$ cat config.mk
export PLATFORM = sky130hd
export DESIGN_NAME = bitserial_addsub
export DESIGN_NICKNAME = d
export VERILOG_FILES = /design/src/rtl/serial_addsub_pkg.sv /design/src/rtl/bs_full_adder.sv /design/src/rtl/bs_opnd_shreg.sv /design/src/rtl/bs_accum_shreg.sv /design/src/rtl/bitserial_addsub.sv
export SDC_FILE = /design/constraint.sdc
export NUM_CORES = 1
export LEC_CHECK = 0
export CELL_PAD_IN_SITES_DETAIL_PLACEMENT = 0
export CELL_PAD_IN_SITES_GLOBAL_PLACEMENT = 1
export CORE_MARGIN = 5
export CORE_UTILIZATION = 43
export CTS_BUF_LIST = sky130_fd_sc_hd__clkbuf_4 sky130_fd_sc_hd__clkbuf_8
export CTS_CLUSTER_DIAMETER = 150
export DETAILED_ROUTE_END_ITERATION = 8
export GPL_ROUTABILITY_DRIVEN = 1
export MAX_ROUTING_LAYER = met4
export PLACE_DENSITY_LB_ADDON = 0.1
export SLEW_MARGIN = 20
export SYNTH_ARGS = -nofsm -noshare
export SYNTH_HDL_FRONTEND = slang
export SYNTH_SLANG_ARGS = --single-unit
$ cat constraint.sdc
create_clock -name clk -period 2.5 [get_ports clk]
set_input_delay 0.375 -clock clk [delete_from_list [all_inputs] [get_ports clk]]
set_output_delay 0.375 -clock clk [all_outputs]
set_load 0.1 [all_outputs]
$ cat src/rtl/serial_addsub_pkg.sv
package serial_addsub_pkg;

  typedef enum logic {
    OP_ADD = 1'b0,
    OP_SUB = 1'b1
  } op_e;

  // Carry preset: 0 for addition, 1 for subtraction (two's complement +1).
  function automatic logic carry_preset(op_e op);
    return (op == OP_SUB);
  endfunction

  // Bit of the second operand as seen by the adder.
  function automatic logic adder_y(op_e op, logic raw);
    return raw ^ (op == OP_SUB);
  endfunction

endpackage

$ cat src/rtl/bs_full_adder.sv
module bs_full_adder (
  input  logic x,
  input  logic y,
  input  logic ci,
  output logic s,
  output logic co
);

  always_comb begin
    s  = x ^ y ^ ci;
    co = (x & y) | (x & ci) | (y & ci);
  end

endmodule

$ cat src/rtl/bs_opnd_shreg.sv
// Operand register: parallel load, right shift, serial output at bit 0.
module bs_opnd_shreg #(
  parameter int WIDTH = 8
) (
  input  logic             clk,
  input  logic             rst,
  input  logic             load,
  input  logic [WIDTH-1:0] load_val,
  input  logic             shift_en,
  input  logic             ser_in,
  output logic             ser_out
);

  logic [WIDTH-1:0] q;

  always_ff @(posedge clk) begin
    if (rst)           q <= '0;
    else if (load)     q <= load_val;
    else if (shift_en) q <= {ser_in, q[WIDTH-1:1]};
  end

  assign ser_out = q[0];

endmodule

$ cat src/rtl/bs_accum_shreg.sv
// Accumulating register: holds the first operand, shifts it out at bit 0
// while sum bits enter at the top; parallel view of every position.
module bs_accum_shreg #(
  parameter int WIDTH = 8
) (
  input  logic             clk,
  input  logic             rst,
  input  logic             load,
  input  logic [WIDTH-1:0] load_val,
  input  logic             shift_en,
  input  logic             ser_in,
  output logic [WIDTH-1:0] par_out
);

  always_ff @(posedge clk) begin
    if (rst)           par_out <= '0;
    else if (load)     par_out <= load_val;
    else if (shift_en) par_out <= {ser_in, par_out[WIDTH-1:1]};
  end

endmodule

$ cat src/rtl/bitserial_addsub.sv
module bitserial_addsub
  import serial_addsub_pkg::*;
#(
  parameter int WIDTH = 8
) (
  input  logic             clk,
  input  logic             rst,
  input  logic             start,
  input  logic             sub,
  input  logic [WIDTH-1:0] a,
  input  logic [WIDTH-1:0] b,
  output logic [WIDTH-1:0] result,
  output logic             carry_out,
  output logic             done
);

  localparam int            CNT_W    = $clog2(WIDTH + 1);
  localparam logic [CNT_W-1:0] LAST_BIT = CNT_W'(WIDTH - 1);

  logic             busy;
  logic [CNT_W-1:0] bit_cnt;
  op_e              op_q;
  logic             carry_q;
  logic             accept;
  logic [WIDTH-1:0] acc_q;
  logic             b_bit;
  logic             y_bit;
  logic             sum_bit;
  logic             cout;

  assign accept = start & ~busy;

  bs_accum_shreg #(.WIDTH(WIDTH)) u_acc (
    .clk      (clk),
    .rst      (rst),
    .load     (accept),
    .load_val (a),
    .shift_en (busy),
    .ser_in   (sum_bit),
    .par_out  (acc_q)
  );

  bs_opnd_shreg #(.WIDTH(WIDTH)) u_opb (
    .clk      (clk),
    .rst      (rst),
    .load     (accept),
    .load_val (b),
    .shift_en (busy),
    .ser_in   (1'b0),
    .ser_out  (b_bit)
  );

  assign y_bit = adder_y(op_q, b_bit);

  bs_full_adder u_fa (
    .x  (acc_q[0]),
    .y  (y_bit),
    .ci (carry_q),
    .s  (sum_bit),
    .co (cout)
  );

  always_ff @(posedge clk) begin
    if (rst) begin
      busy      <= 1'b0;
      bit_cnt   <= '0;
      op_q      <= OP_ADD;
      carry_q   <= 1'b0;
      result    <= '0;
      carry_out <= 1'b0;
      done      <= 1'b0;
    end else begin
      done <= 1'b0;
      if (accept) begin
        busy    <= 1'b1;
        bit_cnt <= '0;
        op_q    <= op_e'(sub);
        carry_q <= carry_preset(op_e'(sub));
      end else if (busy) begin
        carry_q <= cout;
        bit_cnt <= bit_cnt + 1'b1;
        if (bit_cnt == LAST_BIT) begin
          busy      <= 1'b0;
          done      <= 1'b1;
          result    <= {sum_bit, acc_q[WIDTH-1:1]};
          carry_out <= cout;
        end
      end
    end
  end

endmodule

* Word level (Yosys, flattened, before mapping)
Index checks and enable logic that the tools add are counted.
** Storage, ports and cells
- Flip-flop bits (word level) :: 33
- Latch bits :: 0
- Bits in writable memories :: 0
- Memory bits (read-only) :: 0
- Input bits :: 20
- Output and inout port bits :: 10
- Logic and storage cells :: 36
- Memories :: 0
** Cells by class
- $add $sub $neg :: 1
- Multiply operators :: 0
- Divide/modulo/power cells :: 0
- Order comparisons :: 0
- Equality and inequality tests :: 1
- Shift-type cells :: 0
- Mux-type cells :: 10
- Bitwise gates (word level) :: 11
- Reductions and logical operators :: 4
** Operators by type and width (count)
- $mux 8 :: 4
- $mux 1 :: 6
- $add 4x1->4 const B :: 1
- $and 1x1->1 :: 4
- $eq 4x3->1 const B :: 1
- $reduce_and 3->1 :: 1
- $reduce_or 3->1 :: 1
- $xor 1x1->1 :: 3
- $not 1->1 :: 2
- $or 1x1->1 :: 2
- $reduce_bool 2->1 :: 1
- $reduce_or 2->1 :: 1

* Depth between registers and ports, before layout
Gate-level depths: netlist of the first run.
- Word-level depth :: 6
- Mapped depth :: 5
- Depth with buffers taken out :: 4

* Cells and area by module
A second synthesis of the first run with hierarchy kept.
** Second synthesis, totals
- Cell total of the unflattened synthesis :: 148
- Area, all modules :: 1435.1 um^2
** By module, submodules not included
- bitserial_addsub :: instances 1, cells an instance 77, area an instance 676.9 um^2, seq. area each 340.3 um^2
- bs_accum_shreg :: instances 1, cells an instance 35, area an instance 369.1 um^2, seq. area each 160.2 um^2
- bs_opnd_shreg :: instances 1, cells an instance 35, area an instance 369.1 um^2, seq. area each 160.2 um^2
- bs_full_adder :: instances 1, cells an instance 1, area an instance 20.0 um^2, seq. area each 0.0 um^2

* Worst setup path before layout of the first run
Ideal clock, no wire load.
- Path kind :: reg-to-reg
- Start point :: reg, netlist name carry_out
- End point :: reg carry_out
- Setup time :: 0.086 ns
- Arrival :: 1.238 ns
- Data required time :: 2.414 ns
- Slack :: 1.176 ns
- Cell stages (with the launch flop) :: 3
- Clock period less this slack :: 1.324 ns
- Cells stage by stage :: dfxtp_1 > nor2_1 > a211oi_1
** RTL lines
- end signal, assigned :: line bitserial_addsub.sv:86 : carry_out <= cout;
- end, declared :: line bitserial_addsub.sv:13 : output logic carry_out,

* Final worst setup path of the first run
- Start point :: in start
- End point :: reg u_opb.q[2]
** Between the ends
- Cells in the longest elaborated chain, start to end :: 2
- Elaborated cells between the ends (all ways) :: 3
- Classes of those cells :: mux (1); bitwise (1); reduce/logical (1)
** RTL lines
- start, declared :: line bitserial_addsub.sv:8 : input logic start,
- $and 1x1->1 (*) :: line bitserial_addsub.sv:31 : assign accept = start & ~busy;
- $mux 8 or $reduce_bool 2->1 (tied branches)
- end signal, assigned :: line bs_opnd_shreg.sv:18 : else if (load) q <= load_val;
- end signal, assigned :: line bs_opnd_shreg.sv:19 : else if (shift_en) q <= {ser_in, q[WIDTH-1:1]};
- end, declared :: line bs_opnd_shreg.sv:14 : logic [WIDTH-1:0] q;
Every way passes the cells marked *; elsewhere a longest branch is shown, timed or not.
A chain may end at the register's enable or synchronous reset.

==> results of run 1 <==
[metrics by stage]
step	cells	hold WS, ns	utilization [%]	worst slack [ns]
floorplan	146	0.441	-	1.18
detailed placement	214	0.455	52.4	0.657
CTS	222	0.470	54.1	1.03
finish	222	0.464	54.1	1.04
global placement	214	0.443	52.4	0.704
global route	222	0.492	54.1	0.990
[cells in the final DEF (no fill, tap or decap), drive strengths merged, types with 3 or more instances in the layout]
master,netlist,final
a211oi,7,7
a21oi,11,11
buf,6,13
clkbuf,4,6
clkdlybuf4s50,0,19
dfxtp,33,33
inv,3,3
mux2,14,14
mux2i,16,16
nand2,15,15
nor2,21,21
[routing by layer]
metal | GRT usage [%] | vias to the layer above | share of wire, %
li1 | - | 557 | -
met1 | 15.8 | 485 | 43
met2 | 23.6 | 29 | 48
met3 | 6.73 | 5 | 6.5
met4 | 6.70 | 0 | 1.7
met5 | - | - | 0
[cell families after synthesis]
| logic type | Yosys count | share of synthesized area [%] |
|---|---|---|
| adder cells (fa/ha/maj) | 2 | 2.26 |
| multiplexers | 30 | 22.1 |
| AO/OA/AOI/OAI | 20 | 8.35 |
| flip-flops | 33 | 45.9 |
| buffers and inverters | 13 | 5.22 |
| XOR/XNOR | 2 | 1.22 |
| AND/OR/NAND/NOR | 46 | 15.0 |
[state kept, by name (all words and copies together) (netlist names)]
| register | cells |
|---|---|
| carry_q | 1 |
| bit_cnt | 4 |
| u_opb.q | 8 |
| u_acc.par_out | 8 |
| done | 1 |
| busy | 1 |
| op_q | 1 |
| result | 8 |
| carry_out | 1 |
[layout make-up]
| cell class | count | area share, % |
|---|---|---|
| multi-input cells | 100 | 39.6 |
| repair buffers | 32 | 16.2 |
| clock inverters | 2 | 0.564 |
| well taps | 46 | 3.24 |
| flip-flops and latches | 33 | 37.2 |
| inverters | 3 | 0.634 |
| clock buffers | 6 | 2.54 |
[path summary, 6_finish.rpt]
kind,start,end,slack [ns],cells after the start
hold reg to reg,result[3],result[3],0.46,2
hold / removal,result[3],result[3],0.46,2
setup reg to reg,busy,bit_cnt[0],1.14,4
setup / recovery,start,u_opb.q[2],1.04,5
[power breakdown]
group          switching, mW  total (mW)  internal, mW
logic                 0.0521       0.130        0.0779
clock network          0.174       0.292         0.118
registers             0.0183       0.567         0.549
[worst register-to-register path: stages (launching register included)]
cell	delay (ns)
dfxtp_1	0.58
buf_4	0.37
nor2_1	0.11
mux2i_1	0.14
nor2_1	0.05
==> metrics.md, run 1 <==
| Metric | Value |
|---|---|
| Most numerous cell in the Yosys netlist | `dfxtp_1` |
| Pin count of the biggest net entering global routing | `25` |
| Vias in the first global route | `between 1,000 and 1,500` |
| Final Net Count | `~200` |
| WS Path Type | `input pin to register` |
| Root buf cell | `clkbuf_4` |
| Reg clk slew, reported paths | `around 0.1 ns` |
| Remaining antenna violation count after routing | `0` |
| Clock skew | `between 0.007 and 0.008 ns` |
| Core area | `0.00328 mm^2` |
| Area of the multi-input gates | `703 um^2` |
| # DRC | `0` |
| Slowest stage delay, CP | `0.45 ns` |
| Dominant synthesized flop cell | `dfxtp_1` |
| Seq cells post-synth | `33` |
| DP Area | `about 0.0017 mm^2` |
| CTS tree | `done` |
| Initial antenna violation count | `0` |
| Final period util | `about three fifths` |
| Period minus WS final | `about 1.5 ns` |
| Vias | `~1,100` |
| Clock Sinks | `33` |
| Number of port buffers | `29` |
| Area Overhead vs Synth | `23.4%` |
| CP Cell Sequence | `clkdlybuf4s50_1 -> buf_4 -> mux2_2 -> mux2i_1 -> nor2_1` |
| Skew-Pair Late Insertion Delay | `0.34 ns` |
| Synth area leader | `dfxtp_1` |
| Power Total | `~0.99 mW` |
| RSZ-0062 raised after global routing | `false` |
| Post-synth EDFFs | `0` |
| Die W | `67.8 um` |
| Syn avg cell area | `between 9 and 10 um^2` |
| Die area | `0.00460 mm^2` |
| DR pass1 iterations | `4` |
| Deepest clock path buffer count | `2` |
| Routed wire length | `roughly 2800 um` |
| First-pass GRT wire length | `4800 um` |
| Pins Over Slew Limit | `0` |
| Hold-fix buffers, CTS | `0` |
| Post-synthesis sequential area ratio | `approximately 46%` |
| Class of the worst hold path | `register to register` |
| Diodes inserted | `0` |
| TNS Setup | `0 ns` |
| CTS Buf Count | `5` |
| Register area | `661 um^2` |
| Global placer's final weighted congestion | `between 0.7 and 0.8` |
| CP Launch Type | `input pin` |
| Fillers | `roughly 330` |
| List of most frequent post-synthesis cells | `33 x dfxtp_1, 21 x nor2_1, 16 x mux2i_1` |
| Asr flop ratio synth | `0%` |
| Ratio of cells with drive above 1 in the final layout | `21.0%` |
| Cts repair resizes | `0` |
| Buf+Inv Stages, Crit Path | `2` |
| Finish-stage setup viols | `0` |
| Final HPWL DP | `about 2000 um` |
| Die Span Y | `about 68 um` |
| Synthesized instance count | `146` |
| Worst Path Max Fanout | `24` |
| Starting Density | `between 40% and 50%` |
| Peak VDD IR | `~0.34 mV` |
| Synth Warn # | `0` |
| Critical Path RT | `2.72 ns` |
| Mapped Nets | `around 170` |
| Area contributors post-synth | `dfxtp_1 46%, mux2i_1 11%, mux2_2 11%, nor2_1 5.5%, nand2_1 3.9%` |
| Post-route cell area | `about 0.0018 mm^2` |
| Crit-path leading delay family | `buffers and inverters` |
| CP arrival | `approximately 1.7 ns` |
| Slew @ Worst Pin | `0.438 ns` |
| Top-area cell type share of the netlist area | `between 40% and 50%` |
| Row cnt | `21` |
| Gr usage total | `approximately 15%` |
| Final Hold Viols | `0` |
| Max Clk Rate | `roughly 700 MHz` |
| CP max stage cell | `clkdlybuf4s50_1` |
| H-tree depth | `2` |
| Grt ovf | `0` |
| I/O pins | `30` |
| Via density | `around 4.8` |
| Post-CTS setup buffers | `0` |
| Max-Cap Viols | `0` |
| Average wire per standard cell | `approximately 13 um` |
| Status | `finished, final reports clean` |
| Pwr dens | `about 560 mW/mm^2` |
| Critical Path End Type | `register` |
| Leak pwr | `approximately 0.7 nW` |
| Slew margin rel. | `70.7%` |
| Synth Cell Area | `between 0.001 and 0.0015 mm^2` |
| Distinct cells, synth | `25` |
| First DRT Iteration DRCs | `61` |
Power figures use the tool's default switching activity.
==> inputs of run 2 (changes only) <==
CORE_UTILIZATION = 36   (was 43)
clock period = 1.3 ns   (was 2.5 ns; I/O delays follow)
==> metrics.md, run 2 (same netlist as run 1, synthesis figures left out) <==
| Metric | Value |
|---|---|
| Status | `finished, final reports clean` |
| Minimum hold slack | `0.469 ns (+0.00545 ns)` |
| I/O pins | `30 (unchanged)` |
| Die area | `0.00536 mm^2 (+16%)` |
| R2R setup slack | `0.05 ns (-1.09 ns)` |
| Max Clk Rate | `~800 MHz` |
| Final Net Count | `204 (+3.6%)` |
| Critical Path RT | `1.50 ns (-1.22 ns)` |
| Pins Over Slew Limit | `0 (unchanged)` |
| Finish-stage setup viols | `0 (unchanged)` |
| Row cnt | `23 (+9.5%)` |
| Hold-fix buffers, CTS | `0 (unchanged)` |
| Skew-Pair Late Insertion Delay | `0.28 ns (-0.06 ns)` |
| Most frequent cells in the layout | `30 x dfxtp_1, 21 x nor2_1, 18 x clkdlybuf4s50_1, 16 x mux2i_1, 15 x nand2_1` |
| Final HPWL DP | `2140 um (+4.5%)` |
| Commonest non-fill, non-tap cell in the layout | `dfxtp_1` |
| Remaining antenna violation count after routing | `0 (unchanged)` |
| Max-Cap Viols | `0 (unchanged)` |
| Routed wire length | `3130 um (+11%)` |
| # DRC | `0 (unchanged)` |
| Period minus WS final | `between 1 and 1.5 ns` |
| Average wire per standard cell | `13.4 um (+5.6%)` |
| CP Launch Type | `register` |
| Peak VDD IR | `0.573 mV (+70%)` |
| CTS Buf Count | `5 (unchanged)` |
| Fillers | `352 (+7.0%)` |
| First DRT Iteration DRCs | `59 (-3.3%)` |
| Global placer's final weighted congestion | `0.749 (+3.2%)` |
| RSZ-0062 raised after global routing | `true` |
| H-tree depth | `2 (unchanged)` |
| Via density | `4.81 (-0.74%)` |
| WS Path Type | `register to register` |
| Core area | `0.00394 mm^2 (+20%)` |
| Gr usage total | `13.1% (-1.8 points)` |
| Final period util | `a little over nine tenths` |
| Diodes inserted | `0 (unchanged)` |
| Final Util | `52.6% (-1.5 points)` |
| Vias | `1,121 (+4.2%)` |
| Placement Setup Slack | `-0.242 ns (-0.899 ns)` |
| Worst setup margin | `0.0506 ns (-0.991 ns)` |
| Class of the worst hold path | `register to register` |
| Slew margin rel. | `82.2% (+11 points)` |
| Starting Density | `36.5% (-7.3 points)` |
| Ratio of cells with drive above 1 in the final layout | `27.3% (+6.3 points)` |
| Pin count of the biggest net entering global routing | `34 (+36%)` |
| Reg clk slew, reported paths | `0.06 ns (-0.04 ns)` |
| DR pass1 iterations | `4 (unchanged)` |
| Leak pwr | `0.827 nW (+16%)` |
| Critical Path End Type | `register` |
| CP arrival | `1.45 ns (-0.23 ns)` |
| Largest regs | `result x8, u_acc.par_out x8, u_opb.q x8` |
| Die Span Y | `73.2 um (+7.9%)` |
| Slew @ Worst Pin | `0.267 ns (-0.171 ns)` |
| Clock Sinks | `33 (unchanged)` |
| Vias in the first global route | `1,081 (-2.7%)` |
| Area Overhead vs Synth | `44.1%` |
| TNS Setup | `0 ns (unchanged)` |
| Grt ovf | `0 (unchanged)` |
| Number of port buffers | `29 (unchanged)` |
| Initial antenna violation count | `0 (unchanged)` |
| Clock skew | `0.00227 ns (-0.00496 ns)` |
| Worst Path Max Fanout | `2 (-92%)` |
| Die W | `73.2 um (+7.9%)` |
| CTS tree | `done` |
| Root buf cell | `clkbuf_8` |
| Pwr dens | `1050 mW/mm^2 (+89%)` |
| Deepest clock path buffer count | `2 (unchanged)` |
| First-pass GRT wire length | `5180 um (+7.9%)` |
| Final Hold Viols | `0 (unchanged)` |
-- run 2: changes by cell type in the layout (fill, tap and decap cells not counted), sizes merged --
cell           previous run  this run
buf                      13        19
clkbuf                    6         9
clkdlybuf4s50            19        18
clkinv                    2         0
dlymetal6s2s              0         1
-- run 2: layer usage --
| metal | GRT usage (%) | up-vias | share of wire (%) |
|---|---|---|---|
| met5 | - | - | 0 |
| met1 | 16.5 | 521 | 48 |
| met2 | 18.5 | 22 | 45 |
| met4 | 5.53 | 0 | 1.8 |
| met3 | 4.96 | 6 | 5.2 |
| li1 | - | 572 | - |
-- run 2: repair_timing --
| item | in CTS | in global routing |
|---|---|---|
| buffers inserted | 0 | 2 |
| pin swaps | 2 | 1 |
| endpoints found under the setup margin | 1 | 5 |
| gates cloned | 0 | 1 |
| resized for setup | 3 | 2 |
-- run 2: stage by stage --
stage	power (mW)	instance area [um^2]	cells
after detailed placement	1.39	1910	222
after global routing	2.31	2070	233
final	2.18	2070	233
after CTS	2.20	2010	230
after global placement	1.38	1910	222
after floorplan	1.28	1440	146
-- run 2: critical path: stages, from the launching register on --
cell and delay (ns):
dfxtp_2 0.34, xnor2_2 0.16, fa_1 0.48, a211oi_2 0.20
-- run 2: path summary, 6_finish.rpt --
path | startpoint | end | cells after the start
worst min register to register | u_acc.par_out[1] | result[0] | 2
worst max-delay path | u_opb.q[0] | u_acc.par_out[7] | 3
worst min-delay path | u_acc.par_out[1] | result[0] | 2
worst max register to register | u_opb.q[0] | u_acc.par_out[7] | 3
-- run 2: power breakdown --
group	total (mW)	switching (mW)	internal (mW)
logic	0.295	0.119	0.176
clock network	0.797	0.355	0.443
registers	1.09	0.0320	1.06
total	2.18	0.506	1.68
-- run 2: layout make-up --
cell class	count	area [um^2]	share of cell area, %
sequential	33	664	32.0
clock buffer	8	91.3	4.41
timing repair buffer	39	523	25.2
inverter	3	11.3	0.543
multi-input combinational	100	721	34.8
tap	50	62.6	3.02
==> inputs of run 3 (changes only) <==
CORE_ASPECT_RATIO = 0.7   (was unset)
RECOVER_POWER = 25   (was unset)
==> metrics.md, run 3 (same netlist as run 1, synthesis figures left out) <==
| Metric | Value |
|---|---|
| GRT busiest layer | `met2` |
| Hold-fix buffers, CTS | `0 (unchanged)` |
| Pins Over Slew Limit | `0 (unchanged)` |
| Post-Place Cells | `223 (+0.45%)` |
| Period minus WS final | `1.29 ns (+0.0442 ns)` |
| Worst Hold Path Cells | `2 (unchanged)` |
| Pin count of the biggest net entering global routing | `34 (unchanged)` |
| R2R setup slack | `0.006 ns (-0.04 ns)` |
| Die Span Y | `62.9 um (-14%)` |
| Grt ovf | `0 (unchanged)` |
| Gr usage total | `12.5% (-0.57 points)` |
| Post-CTS setup buffers | `0 (unchanged)` |
| Diodes inserted | `0 (unchanged)` |
| Leak pwr | `0.776 nW (-6.2%)` |
| Switching share of power | `24.2% (+1.0 points)` |
| CTS tree | `done` |
| Worst Path Max Fanout | `2 (unchanged)` |
| Average wire per standard cell | `14.1 um (+5.0%)` |
| Minimum hold slack | `0.453 ns (-0.0165 ns)` |
| R2r endpoint | `u_acc.par_out[7]` |
| CTS Buf Count | `5 (unchanged)` |
| Slew margin rel. | `79.6% (-2.6 points)` |
| Root buf cell | `clkbuf_8` |
| Clock Sinks | `33 (unchanged)` |
| Slew @ Worst Pin | `0.308 ns (+0.0417 ns)` |
| Critical Path End Type | `register` |
| GRT met3 Usage | `4.35% (-0.61 points)` |
| H-tree depth | `2 (unchanged)` |
| CP max stage cell | `fa_1` |
| Worst r2r src | `op_q` |
| Die area | `0.00538 mm^2 (+0.38%)` |
| Commonest non-fill, non-tap cell in the layout | `dfxtp_1` |
| Row cnt | `19 (-17%)` |
| Slowest stage delay, CP | `0.46 ns (-0.02 ns)` |
| Crit-path leading delay family | `adder cells` |
| Max Clk Rate | `773 MHz (-3.4%)` |
| CP Cell Sequence | `xnor2_2 -> fa_1 -> a211oi_1` |
| Class of the worst hold path | `register to register` |
| Clock Power Share | `35.4% (-1.1 points)` |
| Int Power | `1.62 mW (-3.3%)` |
| Starting Density | `36.9% (+0.41 points)` |
| Comb power frac | `13.4% (about the same)` |
| Final Util | `49.8% (-2.7 points)` |
| Met2 Track Usage GR | `17.4% (-1.0 points)` |
| Clock skew | `0.00298 ns (+0.000706 ns)` |
| CP Launch Type | `register` |
| RSZ-0062 raised after global routing | `true` |
| Most frequent cells in the layout | `30 x dfxtp_1, 21 x nor2_1, 19 x clkdlybuf4s50_1, 16 x mux2i_1, 15 x nand2_1` |
| Status | `finished, final reports clean` |
| Area Overhead vs Synth | `35.0%` |
| Final Hold Viols | `0 (unchanged)` |
| Final Net Count | `201 (-1.5%)` |
| CP arrival | `1.50 ns (+0.05 ns)` |
| Number of port buffers | `29 (unchanged)` |
| Core area | `0.00390 mm^2 (-1.1%)` |
| Peak VDD IR | `0.746 mV (+30%)` |
| Pwr dens | `1100 mW/mm^2 (+4.5%)` |
| Critical Path RT | `1.50 ns (about the same)` |
| R2R cell count | `3 (unchanged)` |
| Vias in the first global route | `1,056 (-2.3%)` |
| Initial antenna violation count | `0 (unchanged)` |
| Die W | `85.6 um (+17%)` |
| Remaining antenna violation count after routing | `0 (unchanged)` |
| Hold path start | `result[5]` |
| Ratio of cells with drive above 1 in the final layout | `25.6% (-1.8 points)` |
| Routed wire length | `3270 um (+4.5%)` |
| Reg clk slew, reported paths | `0.07 ns (about the same)` |
| First-pass GRT wire length | `5040 um (-2.7%)` |
| Final period util | `99.5% (+3.4 points)` |
| Largest regs | `result x8, u_acc.par_out x8, u_opb.q x8` |
| Global placer's final weighted congestion | `0.744 (-0.68%)` |
| Via density | `4.81 (-0.11%)` |
| # DRC | `0 (unchanged)` |
| Skew-Pair Late Insertion Delay | `0.28 ns (about the same)` |
| Sequential share of power | `51.2% (+1.3 points)` |
| Finish-stage setup viols | `0 (unchanged)` |
| Deepest clock path buffer count | `2 (unchanged)` |
| First DRT Iteration DRCs | `47 (-20%)` |
| Non-Filler Instances | `232 (-0.43%)` |
| Grt met1 use | `15.5% (-1.0 points)` |
| WHS Endpoint | `result[5]` |
| DR pass1 iterations | `4 (unchanged)` |
| Buf+Inv Stages, Crit Path | `0 (unchanged)` |
| WS Path Type | `register to register` |
| I/O pins | `30 (unchanged)` |
| Vias | `1,115 (-0.54%)` |
| Psw | `0.517 mW (+2.2%)` |
| Max-Cap Viols | `0 (unchanged)` |
| Final HPWL DP | `2110 um (-1.3%)` |
## run 3: cell types whose count changed in the layout (fill, tap and decap cells not counted), sizes merged
| cell | change |
|---|---|
| and4b | +1 |
| buf | -11 |
| clkbuf | +5 |
| clkdlybuf4s50 | +1 |
| clkinv | +2 |
| dlymetal6s2s | -1 |
## run 3: area by class of cell
type	instances	area (um^2)
Clock buffer	6	76.3
Clock inverter	2	10.0
Fill cell	383	1960
Inverter	3	11.3
Multi-Input combinational cell	101	743
Sequential cell	33	664
Tap cell	52	65.1
Timing Repair Buffer	35	373
## run 3: worst max-delay path by stage
stage / start / end / slack, ns / depth (start not counted)
after floorplan: result[6] / result[6] / 0.06 / 2
after global placement: start / u_opb.q[0] / -0.20 / 5
after detailed placement: start / u_opb.q[3] / -0.25 / 5
after CTS: u_opb.q[0] / u_acc.par_out[7] / 0.01 / 3
after global routing: op_q / u_acc.par_out[7] / -0.08 / 3
final: op_q / u_acc.par_out[7] / 0.006 / 3
## run 3: layer usage
layer / wire (um) / vias up / part of all wire [%]
li1: - / 571 / -
met1: 1570 / 510 / 48
met2: 1460 / 26 / 45
met3: 171 / 8 / 5.2
met4: 71 / 0 / 2.2
met5: 0 / - / 0
## run 3: power groups by stage
stage / logic, mW / registers [mW] / clock network, mW
3_3_place_gp: 0.274 / 1.11 / 0
2_1_floorplan: 0.178 / 1.10 / 0
6_report: 0.286 / 1.09 / 0.757
4_1_cts: 0.284 / 1.09 / 0.799
3_5_place_dp: 0.280 / 1.11 / 0
5_1_grt: 0.312 / 1.10 / 0.844
## run 3: tightest hold or removal path, stage by stage, from the launching register on
cell     delay [ns]
dfxtp_1        0.31
nand2_1        0.05
a21oi_1        0.05
## run 3: what timing repair did
item | 4_1_cts | 5_1_grt
pin swaps | 1 | 0
setup endpoints to repair | 2 | 10
cloned | 0 | 1
gates resized for setup | 1 | 4
## run 3: per-stage QoR
step / total power, mW / setup TNS (ns) / worst slack [ns] / area, um^2
CTS: 2.17 / 0 / 0.00961 / 2010
finish: 2.14 / 0 / 0.00642 / 1940
floorplan: 1.28 / 0 / 0.0574 / 1440
global route: 2.26 / -0.147 / -0.0772 / 1940
global placement: 1.38 / -3.15 / -0.196 / 1920
detailed placement: 1.39 / -3.58 / -0.254 / 1920
